--- src/rtl/clause_pkg.sv ---
package clause_pkg;

  typedef logic [1:0] freeCnt_t;

  // Strobes from the control path to the datapath
  typedef struct packed {
    logic clearNets;
    logic accumulate;
    logic loadRow;
  } strobe_t;

  // Saturating add of one free literal: the value 2 stands for "two or more"
  function automatic freeCnt_t freeInc(input freeCnt_t cnt, input logic isFree);
    if (cnt == 2'd2) return 2'd2;
    return cnt + {1'b0, isFree};
  endfunction

endpackage

--- src/rtl/clause_row.sv ---
module clause_row
  import clause_pkg::*;
#(
  parameter int NUM_VARS = 12,
  parameter int SEG_W = 6,
  localparam int NUM_SEGS = NUM_VARS / SEG_W
) (
  input  logic [2*NUM_VARS-1:0] cellBits,
  input  logic [NUM_SEGS-1:0]   segEnd,
  input  logic [NUM_VARS-1:0]   netLit,
  input  logic [NUM_VARS-1:0]   netLitBar,
  output logic [NUM_VARS-1:0]   drvLit,
  output logic [NUM_VARS-1:0]   drvLitBar,
  output logic [NUM_VARS-1:0]   drvImp
);

  logic [NUM_VARS-1:0] posCell, negCell, partCell, freeCell, matchCell, hitCell;
  logic [NUM_SEGS-1:0] segUnit, segConf;

  // Per-cell decode
  for (genvar i = 0; i < NUM_VARS; i++) begin : g_cell
    assign posCell[i]   = cellBits[2*i+1];
    assign negCell[i]   = cellBits[2*i];
    assign partCell[i]  = posCell[i] | negCell[i];
    assign freeCell[i]  = partCell[i] & ~netLit[i] & ~netLitBar[i];
    assign matchCell[i] = (posCell[i] & netLit[i] & ~netLitBar[i]) |
                          (negCell[i] & netLitBar[i] & ~netLit[i]);
    assign hitCell[i]   = partCell[i] & netLit[i] & netLitBar[i];
  end

  // Chain along the row, closing a clause where a segment ends
  always_comb begin
    freeCnt_t cnt;
    logic sat, prt, hitAcc, curU, curC;
    logic [NUM_SEGS-1:0] clUnit, clConf;
    cnt = '0;
    sat = 1'b0;
    prt = 1'b0;
    hitAcc = 1'b0;
    clUnit = '0;
    clConf = '0;
    for (int s = 0; s < NUM_SEGS; s++) begin
      for (int c = 0; c < SEG_W; c++) begin
        cnt    = freeInc(cnt, freeCell[s*SEG_W+c]);
        sat    = sat | matchCell[s*SEG_W+c];
        prt    = prt | partCell[s*SEG_W+c];
        hitAcc = hitAcc | hitCell[s*SEG_W+c];
      end
      if (segEnd[s] || s == NUM_SEGS-1) begin
        clUnit[s] = prt & ~sat & (cnt == 2'd1);
        clConf[s] = prt & ~sat & ((cnt == 2'd0) | ((cnt == 2'd1) & hitAcc));
        cnt = '0;
        sat = 1'b0;
        prt = 1'b0;
        hitAcc = 1'b0;
      end
    end
    // Broadcast each clause result back over its own segments
    curU = 1'b0;
    curC = 1'b0;
    for (int s = NUM_SEGS-1; s >= 0; s--) begin
      if (segEnd[s] || s == NUM_SEGS-1) begin
        curU = clUnit[s];
        curC = clConf[s];
      end
      segUnit[s] = curU;
      segConf[s] = curC;
    end
  end

  for (genvar i = 0; i < NUM_VARS; i++) begin : g_drive
    localparam int SEG = i / SEG_W;
    assign drvLit[i]    = posCell[i] & (segConf[SEG] | (segUnit[SEG] & freeCell[i]));
    assign drvLitBar[i] = negCell[i] & (segConf[SEG] | (segUnit[SEG] & freeCell[i]));
    assign drvImp[i]    = segUnit[SEG] & freeCell[i];
  end

endmodule

--- src/rtl/clause_ctrl.sv ---
module clause_ctrl
  import clause_pkg::*;
(
  input  logic    clk,
  input  logic    rstN,
  input  logic    refresh,
  input  logic    wrEn,
  input  logic    netsChanged,
  output strobe_t strobes,
  output logic    settled
);

  always_comb begin
    strobes.clearNets  = refresh;
    strobes.accumulate = ~refresh;
    strobes.loadRow    = wrEn;
  end

  always_ff @(posedge clk or negedge rstN) begin
    if (!rstN) begin
      settled <= 1'b0;
    end else if (refresh || wrEn) begin
      settled <= 1'b0;
    end else begin
      settled <= ~netsChanged;
    end
  end

endmodule

--- src/rtl/clause_dp.sv ---
module clause_dp
  import clause_pkg::*;
#(
  parameter int NUM_ROWS = 8,
  parameter int NUM_VARS = 12,
  parameter int SEG_W = 6,
  localparam int NUM_SEGS = NUM_VARS / SEG_W,
  localparam int ROW_AW = (NUM_ROWS > 1) ? $clog2(NUM_ROWS) : 1
) (
  input  logic                  clk,
  input  logic                  rstN,
  input  strobe_t               strobes,
  input  logic [ROW_AW-1:0]     wrRow,
  input  logic [2*NUM_VARS-1:0] wrLits,
  input  logic [NUM_SEGS-1:0]   wrTerm,
  input  logic [NUM_VARS-1:0]   extLit,
  input  logic [NUM_VARS-1:0]   extLitBar,
  input  logic [NUM_VARS-1:0]   extImp,
  output logic [NUM_VARS-1:0]   netLit,
  output logic [NUM_VARS-1:0]   netLitBar,
  output logic [NUM_VARS-1:0]   netImp,
  output logic                  netsChanged
);

  logic [2*NUM_VARS-1:0] rowCells [NUM_ROWS];
  logic [NUM_SEGS-1:0]   rowEnds  [NUM_ROWS];
  logic [NUM_VARS-1:0]   rowDrvLit [NUM_ROWS];
  logic [NUM_VARS-1:0]   rowDrvLitBar [NUM_ROWS];
  logic [NUM_VARS-1:0]   rowDrvImp [NUM_ROWS];
  logic [NUM_VARS-1:0]   orLit, orLitBar, orImp;
  logic [NUM_VARS-1:0]   nextLit, nextLitBar, nextImp;

  always_ff @(posedge clk or negedge rstN) begin
    if (!rstN) begin
      for (int r = 0; r < NUM_ROWS; r++) begin
        rowCells[r] <= '0;
        rowEnds[r]  <= '0;
      end
    end else if (strobes.loadRow) begin
      rowCells[wrRow] <= wrLits;
      rowEnds[wrRow]  <= wrTerm;
    end
  end

  for (genvar r = 0; r < NUM_ROWS; r++) begin : g_row
    clause_row #(
      .NUM_VARS(NUM_VARS),
      .SEG_W(SEG_W)
    ) u_row (
      .cellBits (rowCells[r]),
      .segEnd   (rowEnds[r]),
      .netLit   (netLit),
      .netLitBar(netLitBar),
      .drvLit   (rowDrvLit[r]),
      .drvLitBar(rowDrvLitBar[r]),
      .drvImp   (rowDrvImp[r])
    );
  end

  // Wired-OR of all rows onto the column nets
  always_comb begin
    orLit = '0;
    orLitBar = '0;
    orImp = '0;
    for (int r = 0; r < NUM_ROWS; r++) begin
      orLit    = orLit | rowDrvLit[r];
      orLitBar = orLitBar | rowDrvLitBar[r];
      orImp    = orImp | rowDrvImp[r];
    end
  end

  assign nextLit     = netLit | extLit | orLit;
  assign nextLitBar  = netLitBar | extLitBar | orLitBar;
  assign nextImp     = netImp | extImp | orImp;
  assign netsChanged = {nextLit, nextLitBar, nextImp} != {netLit, netLitBar, netImp};

  always_ff @(posedge clk or negedge rstN) begin
    if (!rstN) begin
      netLit    <= '0;
      netLitBar <= '0;
      netImp    <= '0;
    end else if (strobes.clearNets) begin
      netLit    <= '0;
      netLitBar <= '0;
      netImp    <= '0;
    end else if (strobes.accumulate) begin
      netLit    <= nextLit;
      netLitBar <= nextLitBar;
      netImp    <= nextImp;
    end
  end

endmodule

--- src/rtl/clause_prop_engine.sv ---
module clause_prop_engine
  import clause_pkg::*;
#(
  parameter int NUM_ROWS = 8,
  parameter int NUM_VARS = 12,
  parameter int SEG_W = 6,
  localparam int NUM_SEGS = NUM_VARS / SEG_W,
  localparam int ROW_AW = (NUM_ROWS > 1) ? $clog2(NUM_ROWS) : 1
) (
  input  logic                  clk,
  input  logic                  rstN,
  input  logic                  refresh,
  input  logic                  wrEn,
  input  logic [ROW_AW-1:0]     wrRow,
  input  logic [2*NUM_VARS-1:0] wrLits,
  input  logic [NUM_SEGS-1:0]   wrTerm,
  input  logic [NUM_VARS-1:0]   extLit,
  input  logic [NUM_VARS-1:0]   extLitBar,
  input  logic [NUM_VARS-1:0]   extImp,
  output logic [NUM_VARS-1:0]   netLit,
  output logic [NUM_VARS-1:0]   netLitBar,
  output logic [NUM_VARS-1:0]   netImp,
  output logic                  settled
);

  strobe_t strobes;
  logic    netsChanged;

  clause_ctrl u_ctrl (
    .clk        (clk),
    .rstN       (rstN),
    .refresh    (refresh),
    .wrEn       (wrEn),
    .netsChanged(netsChanged),
    .strobes    (strobes),
    .settled    (settled)
  );

  clause_dp #(
    .NUM_ROWS(NUM_ROWS),
    .NUM_VARS(NUM_VARS),
    .SEG_W(SEG_W)
  ) u_dp (
    .clk        (clk),
    .rstN       (rstN),
    .strobes    (strobes),
    .wrRow      (wrRow),
    .wrLits     (wrLits),
    .wrTerm     (wrTerm),
    .extLit     (extLit),
    .extLitBar  (extLitBar),
    .extImp     (extImp),
    .netLit     (netLit),
    .netLitBar  (netLitBar),
    .netImp     (netImp),
    .netsChanged(netsChanged)
  );

endmodule

--- config.mk ---
export PLATFORM = sky130hd
export DESIGN_NAME = clause_prop_engine
export DESIGN_NICKNAME = d
export VERILOG_FILES = /design/src/rtl/clause_pkg.sv /design/src/rtl/clause_row.sv /design/src/rtl/clause_ctrl.sv /design/src/rtl/clause_dp.sv /design/src/rtl/clause_prop_engine.sv
export SDC_FILE = /design/constraint.sdc
export NUM_CORES = 1
export LEC_CHECK = 0
export CORE_UTILIZATION = 60
export DETAILED_ROUTE_END_ITERATION = 7
export GPL_ROUTABILITY_DRIVEN = 0
export PLACE_DENSITY = 0.79
export SLEW_MARGIN = 20
export SYNTH_ARGS = -nofsm -noshare
export SYNTH_HDL_FRONTEND = slang
export SYNTH_HIERARCHICAL = 1
export SYNTH_SLANG_ARGS = --single-unit
--- constraint.sdc ---
create_clock -name clk -period 11.16 [get_ports clk]
set_input_delay 2.232 -clock clk [delete_from_list [all_inputs] [get_ports clk]]
set_output_delay 2.232 -clock clk [all_outputs]
set_load 0.005 [all_outputs]
## After elaboration in Yosys (flattened, before gate mapping)

Cells that the tools add are included.

- Bits in registers: 245
- Input bits: 69
- Word-level logic and storage cells: 2280

- Add/subtract/negate cells: 88
- $lt $le $gt $ge: 2
- Equality and inequality tests: 97
- Mux-type cells: 298
- Bitwise operators: 1757
- Reduce and logical (&&, ||, !) cells: 18

Operators by type and width:

| cell | count |
|---|---|
| $and 1x1->1 | 1120 |
| $or 1x1->1 | 568 |
| $mux 2 | 169 |
| $or 12x12->12 | 27 |
| $bwmux 192 | 1 |
| $add 2x1->2 | 80 |
| $eq 2x2->1 const B | 80 |
| $mux 1 | 121 |
| $demux 24 s3 | 1 |
| $not 1->1 | 41 |
| $mux 12 | 3 |
| $ne 36x36->1 | 1 |
| $eq 2x1->1 const B | 16 |
| $logic_not 2->1 | 16 |
| $mux 24 | 1 |
| $add 1x1->2 | 8 |
| $bwmux 16 | 1 |
| $demux 2 s3 | 1 |
| $ge 4x4->1 const B | 1 |
| $lt 4x1->1 const B | 1 |
| $not 3->4 | 1 |
| $logic_and 1x1->1 | 1 |
| $logic_or 1x1->1 | 1 |

## Longest topological paths before layout

Gate-level depths: netlist of the first run.

- Depth in word-level cells: 53
- Gate-level depth with buffers: 44
- Depth with buffers taken out: 43

## By module

Netlist of the first run, hierarchy kept.

By module, submodules not included:

| module | instances | cells each | area an instance (µm²) |
|---|---|---|---|
| clause_dp | 1 | 756 | 10186.0 |
| clause_row at u_dp.g_row[0].u_row ... | 4 | 236 | 1554.0 |
| clause_row at u_dp.g_row[5].u_row ... | 3 | 234 | 1570.3 |
| clause_row at u_dp.g_row[1].u_row | 1 | 253 | 1720.4 |
| clause_ctrl | 1 | 5 | 53.8 |

## Worst setup path before layout of the first run

Ideal clock, no wire load.

- Kind: reg-to-reg
- Start: register u_dp.netLit[1]
- End: register u_ctrl.settled
- Data arrival time: 9.075 ns
- Path slack: 2.004 ns
- Stages on the path, launching flop included: 42
- Path buffers: 1
- Clock period less this slack: 9.156 ns
- Cell sequence: dfrtp_1 > nor3_1 > inv_1 > fa_1 > nor2_1 > ha_1 > and2_1 > ha_1 > nand2_1 > a21oi_1 > ha_1 > nand2_1 > a221o_1 > nor2_1 > ha_1 > o21a_1 > ha_1 > nor2b_1 > [6 not listed] > o21ai_0 > nor3_1 > mux2_4 > or2_2 > o21a_1 > ha_1 > and3_1 > a221oi_1 > nor3_1 > a21oi_2 > buf_6 > a21boi_1 > nor4_4 > a31oi_1 > a2111oi_1 > nand3_1 > or3_1 > nor3_2

RTL lines:

| element | RTL line | source |
|---|---|---|
| from (decl) | clause_dp.sv:19 | `output logic [NUM_VARS-1:0] netLit,` |
| from (signal assigned) | clause_dp.sv:87 | `netLit <= nextLit;` |
| to (signal assigned) | clause_ctrl.sv:25 | `settled <= ~netsChanged;` |
| to (decl) | clause_ctrl.sv:10 | `output logic settled` |

==> flow_summary.json, run 1 <==
{
  "track_usage": 0.401,
  "tightest_slew_ns": 1.15,
  "cts_buffer_depth": 3,
  "grt_pass1_wl_um": 120000,
  "avgSynthCellArea_sq_um": 8.55,
  "grtUsageMet3": 0.0801,
  "use_met1": 0.551,
  "core_area_sq_um": 36900,
  "cts.sinks": 237,
  "synth_area_sq_um": 22600,
  "setup_viol": 0,
  "drt_wl_total_um": 79200,
  "path_class": "flip-flop to flip-flop",
  "synth_nets": 2801,
  "crit_fanout": 22,
  "wire_per_inst_um": 24.1,
  "slowest_stage": "a211oi_1",
  "cts_root_buf": "clkbuf_16",
  "num_antenna_cells": 0,
  "drive_above_1_share": 0.159,
  "die_area_sq_um": 38400,
  "required_ns": 11.64,
  "status": "finished, final reports clean",
  "post-route-min-period_ns": 10.65,
  "numCtsBuffers": 27,
  "grt_pass1_vias": 21400,
  "grt_max_degree": 97,
  "totalNegativeSetupSlack_ns": 0,
  "arrival_ns": 11.13,
  "yosys_warnings": 6,
  "firstDrtPassIters": 7,
  "busiest_layer": "met2",
  "grt-ovfl-total": 0,
  "cts_hold_buf": 0,
  "fin_skew_ns": 0.0198,
  "cp_common_cell": "ha_1",
  "start_util": 0.613,
  "rows": 70,
  "maxSlewViolCount": 0,
  "hpwl_um": 59100,
  "critPathLaunchType": "flip-flop",
  "io_pins": 106,
  "vias": 23400,
  "clock_latency_ns": 0.57,
  "grtUsageMet2": 0.590,
  "fmax_mhz": 93.9,
  "hold-worst-slack_ns": 0.534,
  "numPortBuffers": 104,
  "drtIter0Drc": 3627,
  "cp_num_buf_inv": 3,
  "drc": 0,
  "clkTransAtPathRegs_ns": 0.06,
  "synth_cells": 2644,
  "cts_tree": "built",
  "hold_violations": 0,
  "antenna_found_initial": 1,
  "die_x_um": 196,
  "critPathMaxStageDelay_ns": 0.66,
  "syn2layout_area_growth_pct": 11.5,
  "end_kind": "flip-flop",
  "viasPerCell": 7.12,
  "die_height_um": 196,
  "crit_family": "adder cells",
  "finalNetCount": 2919,
  "hold_class": "flip-flop to flip-flop",
  "htreeDepth": 1,
  "rsz0062_at_grt": "no",
  "drv_cap": 0,
  "slew_headroom": 0.225,
  "fin_crit_sh": 0.954,
  "ant_nets": 0
}
-- cells in the final DEF (no fill, tap or decap), drive strengths merged, types with 14 or more instances in the layout --
master / count
nor4: 92
a2111oi: 25
nand2: 250
clkdlybuf4s50: 103
nand3: 74
o21a: 41
dfrtp: 237
mux2: 209
nor2: 261
o211a: 94
nor2b: 37
and2: 29
nand4: 31
and3: 31
buf: 52
ha: 80
nor3: 148
a21boi: 107
o211ai: 14
a21oi: 87
a31oi: 46
nor3b: 15
o22ai: 69
or3: 29
clkbuf: 34
nand2b: 27
inv: 125
mux2i: 14
o21ai: 129
nand3b: 109
-- state kept, by name (all words and copies together), names as in the netlist --
name,cells
u_dp/rowEnds,8
u_dp/netLitBar,12
u_dp/netLit,12
u_dp/rowCells,192
u_dp/netImp,12
u_ctrl/settled,1
-- worst register-to-register path, delay by kind of cell, from the launching register on --
kind	cells	cell delay [ns]
adder cells (fa/ha/maj)	10	3.30
AND/OR/NAND/NOR	14	2.97
AO/OA/AOI/OAI	11	2.93
flip-flops	1	0.56
buffers and inverters	3	0.45
multiplexers	1	0.35
-- per-layer routing --
metal / part of all wire / vias up
met2: 0.42 / 1779
li1: - / 10200
met4: 0.067 / 0
met5: 0 / -
met3: 0.12 / 355
met1: 0.39 / 11000
-- layout make-up --
| type | count | area (sq um) |
|---|---|---|
| multi-input combinational | 2216 | 15800 |
| clock inverter | 13 | 175 |
| inverter | 125 | 469 |
| fill | 2954 | 11700 |
| tap | 504 | 631 |
| clock buffer | 34 | 752 |
| sequential | 237 | 5930 |
| timing repair buffer | 155 | 1430 |
-- worst paths after layout --
check	slack, ns	depth (start not counted)	startpoint	endpoint
max in group asynchronous	7.95	2	rstN	u_dp/rowCells[11]$_DFFE_PN0P_
worst min register to register	0.53	2	u_dp/netImp[10]$_DFFE_PN0P_	u_dp/netImp[10]$_DFFE_PN0P_
worst min-delay path	0.53	2	u_dp/netImp[10]$_DFFE_PN0P_	u_dp/netImp[10]$_DFFE_PN0P_
min in group asynchronous	1.69	1	rstN	u_dp/rowCells[154]$_DFFE_PN0P_
worst max register to register	0.51	39	u_dp/netLitBar[2]$_DFFE_PN0P_	u_ctrl/settled$_DFF_PN0_
worst max-delay path	0.51	39	u_dp/netLitBar[2]$_DFFE_PN0P_	u_ctrl/settled$_DFF_PN0_
-- repair_timing --
item / 4_1_cts / 5_1_grt
resized for setup: 0 / 3
setup endpoints to repair: 0 / 1
buffers inserted: 0 / 0
-- per-stage QoR --
step | worst slack, ns | utilization | cell area, sq um | cells
after global routing | 0.0693 | 0.683 | 25200 | 3284
final | 0.512 | 0.683 | 25200 | 3284
after detailed placement | 0.633 | 0.658 | 24300 | 3237
after CTS | 0.588 | 0.683 | 25200 | 3284
after floorplan | 2.00 | - | 22600 | 2644
after global placement | 0.995 | 0.658 | 24300 | 3237
Power of run 1 is left out: the tool's default activity adds up to more than one toggle a clock period on the data nets, which glitch-free logic cannot reach.
==> run 2: changes to the inputs <==
--- a/config.mk
+++ b/config.mk
@@ -6,6 +6,7 @@
 export NUM_CORES = 1
 export LEC_CHECK = 0
 export CORE_UTILIZATION = 60
+export CTS_CLUSTER_DIAMETER = 50
 export DETAILED_ROUTE_END_ITERATION = 7
 export GPL_ROUTABILITY_DRIVEN = 0
 export PLACE_DENSITY = 0.79
==> run 2 against run 1 <==
  * The run now ends with design-rule violations left
  * Final area increased by 0.76%
  * Global-route usage increased by 0.52 points
  * First-iteration DRC count increased by 6.9%
  * Final cell count increased by 0.40%
  * Hold slack improved by 0.0069 ns
  * Maximum frequency decreased by 0.16%
  * Via count about the same
  * Utilization increased by 0.52 points
  * Setup slack got worse by 0.018 ns
  * Sequential share of layout area decreased by 0.18 points
  * Die area unchanged
  * Register-to-register slack got worse by 0.02 ns
  * Critical path type unchanged
  * Highest routed layer unchanged
==> flow_summary.json, run 2 (same netlist as run 1, synthesis figures left out) <==
{
  "grt-ovfl-total": 0,
  "die_height_um": 196,
  "die_x_um": 196,
  "top_register": "u_dp/rowCells",
  "maxSlewViolCount": 0,
  "cp_num_buf_inv": 1,
  "finalNonFillerCells": 3297,
  "syn2layout_area_growth_pct": 12.4,
  "final_common_cell": "nor2_1",
  "core_area_sq_um": 36900,
  "numPortBuffers": 104,
  "ant_nets": 0,
  "critPathLaunchType": "flip-flop",
  "drtIter0Drc": 3879,
  "status": "finished with violations",
  "post-route-min-period_ns": 10.67,
  "clock_latency_ns": 0.53,
  "wl_met3_um": 10100,
  "cts_tree": "built",
  "end_kind": "flip-flop",
  "drive_above_1_share": 0.162,
  "start_util": 0.613,
  "drt_wl_total_um": 80100,
  "post-place-cells": 3237,
  "fin_skew_ns": 0.0126,
  "rows": 70,
  "hpwl_um": 59100,
  "clkTransAtPathRegs_ns": 0.06,
  "fin_crit_sh": 0.956,
  "critPathMaxStageDelay_ns": 0.84,
  "required_ns": 11.60,
  "grt_pass1_wl_um": 122000,
  "viasPerCell": 7.09,
  "cts.sinks": 237,
  "drv_cap": 0,
  "top_layer_used": "met4",
  "wl_met1_um": 31100,
  "firstDrtPassIters": 8,
  "cp.depth": 39,
  "grt_pass1_vias": 21600,
  "fillers": 2919,
  "crit_family": "simple AND/OR/NAND/NOR gates",
  "tightest_slew_ns": 1.19,
  "hold_class": "flip-flop to flip-flop",
  "crit_fanout": 16,
  "track_usage": 0.406,
  "fmax_mhz": 93.8,
  "layout.area.seq_sq_um": 5930,
  "layout_common_cells": "nor2_1, nand2_1, dfrtp_1, mux2_2, nor3_1",
  "htreeDepth": 2,
  "vias": 23400,
  "r2r_cells": 39,
  "violations": "design-rule violations",
  "hold_violations": 0,
  "cts_hold_buf": 0,
  "drc": 16,
  "route.met2.wl_um": 33500,
  "slowest_stage": "nor4_1",
  "cp_common_cell": "ha_1",
  "arrival_ns": 11.11,
  "largest_reg_flops": 192,
  "antenna_found_initial": 1,
  "path_class": "flip-flop to flip-flop",
  "cts_root_buf": "clkbuf_16",
  "setup_viol": 0,
  "num_antenna_cells": 0,
  "numCtsBuffers": 34,
  "finalNetCount": 2926,
  "io_pins": 106,
  "die_area_sq_um": 38400,
  "grt_max_degree": 97,
  "cts_buffer_depth": 3,
  "slew_headroom": 0.200,
  "multi_input_area_sq_um": 15800,
  "wire_per_inst_um": 24.3,
  "holdPathStages": 1
}
[run 2: cell count changes in the layout (fill, tap and decap cells not counted), sizes merged]
| cell | change |
|---|---|
| clkbuf | +9 |
| bufinv | -4 |
| clkinv | +1 |
| inv | +7 |
[run 2: final timing paths]
check / startpoint / end / slack, ns
setup / recovery: u_dp/netLit[2]$_DFFE_PN0P_ / u_ctrl/settled$_DFF_PN0_ / 0.49
hold / removal: u_dp/rowCells[170]$_DFFE_PN0P_ / u_dp/rowCells[170]$_DFFE_PN0P_ / 0.54
setup reg to reg: u_dp/netLit[2]$_DFFE_PN0P_ / u_ctrl/settled$_DFF_PN0_ / 0.49
hold reg to reg: u_dp/rowCells[170]$_DFFE_PN0P_ / u_dp/rowCells[170]$_DFFE_PN0P_ / 0.54
max in group asynchronous: rstN / u_dp/rowEnds[0]$_DFFE_PN0P_ / 7.91
min in group asynchronous: rstN / u_dp/rowCells[155]$_DFFE_PN0P_ / 1.73
[run 2: layer usage]
layer | GRT usage | vias to the layer above
met5 | 0 | -
met4 | 0.221 | 0
met3 | 0.0810 | 371
met2 | 0.603 | 1805
met1 | 0.555 | 11000
li1 | - | 10200
[run 2: final cells by class]
| type | instances | area share |
|---|---|---|
| flip-flops and latches | 237 | 0.234 |
| inverters | 125 | 0.0185 |
| repair buffers | 155 | 0.0563 |
| clock buffers | 43 | 0.0385 |
| clock inverters | 17 | 0.00547 |
| well taps | 504 | 0.0248 |
| multi-input cells | 2216 | 0.623 |
[run 2: repair_timing]
item,CTS,global route
gates resized for setup,0,3
setup buffers,0,0
endpoints found under the setup margin,0,1
hold endpoints to repair,0,0
[run 2: through the flow]
stage	TNS [ns]	hold WS [ns]	setup slack (ns)	utilization	area (sq um)
after floorplan	0	0.478	2.00	-	22600
after global placement	0	0.504	0.995	0.658	24300
after detailed placement	0	0.523	0.633	0.658	24300
after CTS	0	0.537	0.579	0.688	25400
after global routing	-0.00513	0.566	-0.00513	0.689	25400
final	0	0.541	0.495	0.689	25400
[run 2: worst register-to-register path, delay by kind of cell (launching register included)]
family | cells | cell delay [ns]
buffers and inverters | 1 | 0.08
multiplexers | 1 | 0.29
adder cells (fa/ha/maj) | 8 | 2.58
AO/OA/AOI/OAI | 12 | 3.27
AND/OR/NAND/NOR | 17 | 3.80
flip-flops | 1 | 0.56
Power of run 2 is left out for the same reason.
